===== config.mk =====
export PLATFORM = sky130hd
export DESIGN_NAME = trace_qualifier
export DESIGN_NICKNAME = d
export VERILOG_FILES = /design/src/rtl/trq_pkg.sv /design/src/rtl/trq_cfg_bank.sv /design/src/rtl/trq_match_unit.sv /design/src/rtl/trq_window.sv /design/src/rtl/trace_qualifier.sv
export SDC_FILE = /design/constraint.sdc
export NUM_CORES = 1
export LEC_CHECK = 0
export BUFFER_PORTS_ARGS = -buffer_cell sky130_fd_sc_hd__buf_2
export CAP_MARGIN = 5
export CORE_MARGIN = 5
export CORE_UTILIZATION = 45
export CTS_CLUSTER_SIZE = 24
export DETAILED_ROUTE_END_ITERATION = 7
export SYNTH_ARGS = -nofsm -noshare
export SYNTH_HDL_FRONTEND = slang
export SYNTH_SLANG_ARGS = --single-unit
export TNS_END_PERCENT = 50

===== constraint.sdc =====
create_clock -name clk -period 5.8 [get_ports clk]
set_input_delay 1.74 -clock clk [delete_from_list [all_inputs] [get_ports clk]]
set_output_delay 1.74 -clock clk [all_outputs]
set_load 0.05 [all_outputs]

===== src/rtl/trq_pkg.sv =====
package trq_pkg;
  localparam int OP_W      = 6;
  localparam int ID_W      = 5;
  localparam int ADDR_W    = 38;
  localparam int CFG_W     = 64;
  localparam int NUM_OPS   = 1 << OP_W;
  localparam int NUM_IDS   = 1 << ID_W;
  localparam int NUM_UNITS = 3;
  localparam int UNIT_W    = 2;
  localparam int FLD_W     = 3;

  localparam int U_FILT  = 0;
  localparam int U_START = 1;
  localparam int U_STOP  = 2;

  localparam logic [OP_W-1:0] OP_IDLE  = '0;
  localparam logic [OP_W-1:0] OP_IORSP = '1;

  typedef enum logic [FLD_W-1:0] {
    FLD_OPS = 3'd0,
    FLD_SRC = 3'd1,
    FLD_DST = 3'd2,
    FLD_CMP = 3'd3,
    FLD_MSK = 3'd4
  } cfg_field_e;

  typedef struct packed {
    logic [NUM_OPS-1:0] op_mask;
    logic [NUM_IDS-1:0] src_mask;
    logic [NUM_IDS-1:0] dst_mask;
    logic [ADDR_W-1:0]  addr_cmp;
    logic [ADDR_W-1:0]  addr_msk;
  } unit_cfg_t;
endpackage


===== src/rtl/trq_cfg_bank.sv =====
module trq_cfg_bank
  import trq_pkg::*;
(
  input  logic                             clk,
  input  logic                             rst,
  input  logic                             cfg_we,
  input  logic [UNIT_W-1:0]                cfg_unit,
  input  logic [FLD_W-1:0]                 cfg_field,
  input  logic [CFG_W-1:0]                 cfg_data,
  output unit_cfg_t [NUM_UNITS-1:0]        cfg_q
);
  for (genvar u = 0; u < NUM_UNITS; u++) begin : g_unit
    logic sel;
    assign sel = cfg_we && (cfg_unit == UNIT_W'(u));

    always_ff @(posedge clk) begin
      if (rst) begin
        cfg_q[u] <= '0;
      end else if (sel) begin
        case (cfg_field)
          FLD_OPS: cfg_q[u].op_mask  <= cfg_data[NUM_OPS-1:0];
          FLD_SRC: cfg_q[u].src_mask <= cfg_data[NUM_IDS-1:0];
          FLD_DST: cfg_q[u].dst_mask <= cfg_data[NUM_IDS-1:0];
          FLD_CMP: cfg_q[u].addr_cmp <= cfg_data[ADDR_W-1:0];
          FLD_MSK: cfg_q[u].addr_msk <= cfg_data[ADDR_W-1:0];
          default: ;
        endcase
      end
    end
  end
endmodule


===== src/rtl/trq_match_unit.sv =====
module trq_match_unit
  import trq_pkg::*;
(
  input  unit_cfg_t         cfg,
  input  logic [OP_W-1:0]   op,
  input  logic [ID_W-1:0]   src,
  input  logic [ID_W-1:0]   dst,
  input  logic [ADDR_W-1:0] addr,
  output logic              hit
);
  logic op_ok, src_ok, dst_ok, addr_ok;

  always_comb begin
    op_ok   = cfg.op_mask[op];
    src_ok  = cfg.src_mask[src];
    dst_ok  = cfg.dst_mask[dst];
    addr_ok = ((addr ^ cfg.addr_cmp) & cfg.addr_msk) == '0;
    hit     = op_ok && src_ok && dst_ok && addr_ok;
  end
endmodule


===== src/rtl/trq_window.sv =====
module trq_window (
  input  logic clk,
  input  logic rst,
  input  logic trig_en,
  input  logic f_hit,
  input  logic s_hit,
  input  logic t_hit,
  output logic take,
  output logic win_q
);
  logic in_win;

  always_comb begin
    in_win = win_q || s_hit;
    if (trig_en) take = in_win && (f_hit || s_hit || t_hit);
    else         take = f_hit;
  end

  always_ff @(posedge clk) begin
    if (rst || !trig_en) win_q <= 1'b0;
    else                 win_q <= in_win && !t_hit;
  end
endmodule


===== src/rtl/trace_qualifier.sv =====
module trace_qualifier
  import trq_pkg::*;
(
  input  logic              clk,
  input  logic              rst,
  input  logic              trig_en,
  input  logic              cfg_we,
  input  logic [1:0]        cfg_unit,
  input  logic [2:0]        cfg_field,
  input  logic [63:0]       cfg_data,
  input  logic              cmd_vld,
  input  logic [5:0]        cmd_op,
  input  logic [4:0]        cmd_src,
  input  logic [4:0]        cmd_dst,
  input  logic [37:0]       cmd_addr,
  output logic              capture
);
  unit_cfg_t [NUM_UNITS-1:0] cfg_q;
  logic [NUM_UNITS-1:0]      unit_hit;
  logic                      eligible;
  logic                      take;
  logic                      win_q;
  logic                      capture_q;

  trq_cfg_bank u_cfg (
    .clk       (clk),
    .rst       (rst),
    .cfg_we    (cfg_we),
    .cfg_unit  (cfg_unit),
    .cfg_field (cfg_field),
    .cfg_data  (cfg_data),
    .cfg_q     (cfg_q)
  );

  for (genvar u = 0; u < NUM_UNITS; u++) begin : g_match
    trq_match_unit u_match (
      .cfg  (cfg_q[u]),
      .op   (cmd_op),
      .src  (cmd_src),
      .dst  (cmd_dst),
      .addr (cmd_addr),
      .hit  (unit_hit[u])
    );
  end

  assign eligible = cmd_vld && (cmd_op != OP_IDLE) && (cmd_op != OP_IORSP);

  trq_window u_win (
    .clk     (clk),
    .rst     (rst),
    .trig_en (trig_en),
    .f_hit   (eligible && unit_hit[U_FILT]),
    .s_hit   (eligible && unit_hit[U_START]),
    .t_hit   (eligible && unit_hit[U_STOP]),
    .take    (take),
    .win_q   (win_q)
  );

  always_ff @(posedge clk) begin
    if (rst) capture_q <= 1'b0;
    else     capture_q <= take;
  end

  assign capture = capture_q;
endmodule


==> results.yml <==
clocking:
  clock_sinks: 614
  clkLatencyLatePin_ps: 610
  postCtsSetupBuffers: 0
  cts_buffers: 66
  ctsResizeCount: 0
  cts_root_buf: "clkbuf_16"
  htree_levels: 3
  clk_pin_slew_ps: 60
  postCtsHoldBufs: 0
  cts_tree: "yes"
  cts_buffer_depth: 3
floorplan:
  initial_core_util: 0.4513
  die_w_um: 249.9
  rows: 88
  ios: 129
  die_h_um: 249.9
  dieArea_mm2: 0.06243
  core_area_mm2: 0.05737
timing:
  hold_viol: 0
  timing.fmax_mhz: 244.7
  setup_tns_ps: 0
  setup_viol: 0
  rsz0062_at_grt: "no"
  skew_ps: 28.38
  fin_crit_sh: 0.7045
  whs_ps: 450.3
  worst_slew_pin_slew_ps: 1263
  setup_ws_ps: 1714
  maxSlewViolCount: 0
  period_minus_slack_ps: 4086
  slew_headroom: 0.1574
yosys:
  synth-edff-count: 0
  syn_avg_cell_area_um2: 8.075
  synth_area_mm2: 0.02589
  yosysSeqAreaShare: 0.4748
  synth_top_area_share: 0.4748
  yosysMostFrequentCell: "nand2_1"
  post_synth_main_area_contributors: "dfxtp_1 (47%), nand2_1 (18%), a21oi_1 (12%)"
  yosysWarnings: 0
  synthArstFlopShare: 0
  synthFlopType: "dfxtp_1"
  synth_cell_type_count: 42
  syn_nets: 3334
  yosys-top-cells-count: "nand2_1 (1,257), a21oi_1 (620), dfxtp_1 (614)"
  ys_seq_elements: 614
  synth_cells: 3206
  synth_top_area_cell: "dfxtp_1"
place:
  portBuffers: 128
  gp_congestion: 0.8417
  dp_cells: 3858
  dpl.hpwl_um: 54000
  dpl_worst_slack_ps: 1264
grt:
  grt_overflow: 0
  antenna_found_initial: 6
  grt_pass1_wl_um: 130900
  gr-usage-all-layers: 0.2683
  grt_pass1_vias: 21493
  grt_max_degree: 151
routing:
  vias_per_cell: 5.667
  wirelength_um: 86440
  drc: 0
  vias: 22522
  firstDrtPassIters: 6
  wl_per_cell_um: 21.75
  drtAntennaViolNets: 0
  drt-initial-drc-count: 1892
run_status:
  run_status: "complete, no violations"
critical_path:
  crit_arrival_ps: 4570
  crit_required_ps: 6290
  cp_max_fo: 32
  start_kind: "input pin"
  crit_type: "in2reg"
  end_kind: "register"
power_and_ir_drop:
  static-leakage-power_nw: 9.880
  cellPowerDensity_mw_per_mm2: 314.4
  peakVddDrop_uv: 200.3
flow_run:
  drv_cap: 0
worst_hold_path:
  min_path_type: "reg2reg"
final_layout:
  final_nets: 3290
  fin_cells: 3974
  final_layout_size_suffix_gt1_frac: 0.1129
  areaGrowthSynthToFinish_pct: 11.97
[cell usage in the layout (no fill, tap or decap), drive strengths merged, types with 6 or more instances in the layout]
cell / n
inv: 6
nand2: 1257
mux4: 85
xor2: 114
a21oi: 620
nor2: 25
a22o: 8
dfxtp: 614
a221oi: 9
nor2b: 7
buf: 160
nand3: 17
nand4: 11
mux2i: 45
clkinv: 7
a22oi: 66
and2: 9
clkbuf: 96
[power by group]
| group | total, W | internal [W] | switching [W] | leakage (nW) |
|---|---|---|---|---|
| Sequential | 0.00427 | 0.00425 | 0.0000169 | 4.95 |
| Clock | 0.00429 | 0.00256 | 0.00173 | 1.08 |
| Combinational | 0.000554 | 0.000140 | 0.000414 | 3.85 |
[per-stage QoR]
step / power [W] / util / area [um2]
after floorplan: 0.004640 / - / 25890
after global placement: 0.004899 / 0.4667 / 26770
after detailed placement: 0.004907 / 0.4667 / 26770
after CTS: 0.009176 / 0.5050 / 28970
after global routing: 0.009384 / 0.5053 / 28990
final: 0.009113 / 0.5053 / 28990
[per-layer routing]
layer  global-route usage  part of all wire  routed length [um]  vias to the layer above
met5                    0           0.00032                  28                        -
met4               0.1157             0.049                4263                        6
met3              0.05242             0.073                6273                      237
met2               0.4528              0.48               41870                      870
met1               0.3360              0.39               34010                    10829
li1                     -                 -                   -                    10580
[kinds of logic after synthesis]
family	count (synthesis)	share of synthesized area
AO/OA/AOI/OAI	722	0.1500
XOR/XNOR	114	0.03857
buffers and inverters	273	0.04219
flip-flops	614	0.4748
multiplexers	130	0.09134
AND/OR/NAND/NOR	1353	0.2032
[area by class of cell]
type / instances / area, um2
Sequential cell: 614 / 12290
Inverter: 1 / 3.754
Fill cell: 5409 / 28380
Antenna cell: 2 / 5.005
Tap cell: 765 / 957.2
Clock buffer: 96 / 1947
Clock inverter: 17 / 251.5
Timing Repair Buffer: 160 / 963.4
Multi-Input combinational cell: 2319 / 12570
[sequential cells by signal (all words and copies together) (netlist names)]
signal,flops
u_win.win_q,1
u_cfg.cfg_q,612
capture,1
[critical path, stage by stage]
cell	delay (ps)
buf_4	330
buf_12	310
nor2_1	80
nand3_1	100
o211ai_1	290
nor4_1	490
o311ai_0	410
nor3_1	350
o21ai_0	140
a221oi_1	290
[path summary, 6_finish.rpt]
path                                  from                       endpoint  slack (ps)  cells after the start
max                              cmd_op[0]             capture$_SDFF_PP0_        1710                     10
min reg2reg  u_cfg.cfg_q[528]$_SDFFE_PP0P_  u_cfg.cfg_q[528]$_SDFFE_PP0P_         450                      2
min          u_cfg.cfg_q[528]$_SDFFE_PP0P_  u_cfg.cfg_q[528]$_SDFFE_PP0P_         450                      2
max reg2reg  u_cfg.cfg_q[266]$_SDFFE_PP0P_             capture$_SDFF_PP0_        2900                      8
Note: power is estimated with default switching activity, not from simulation.
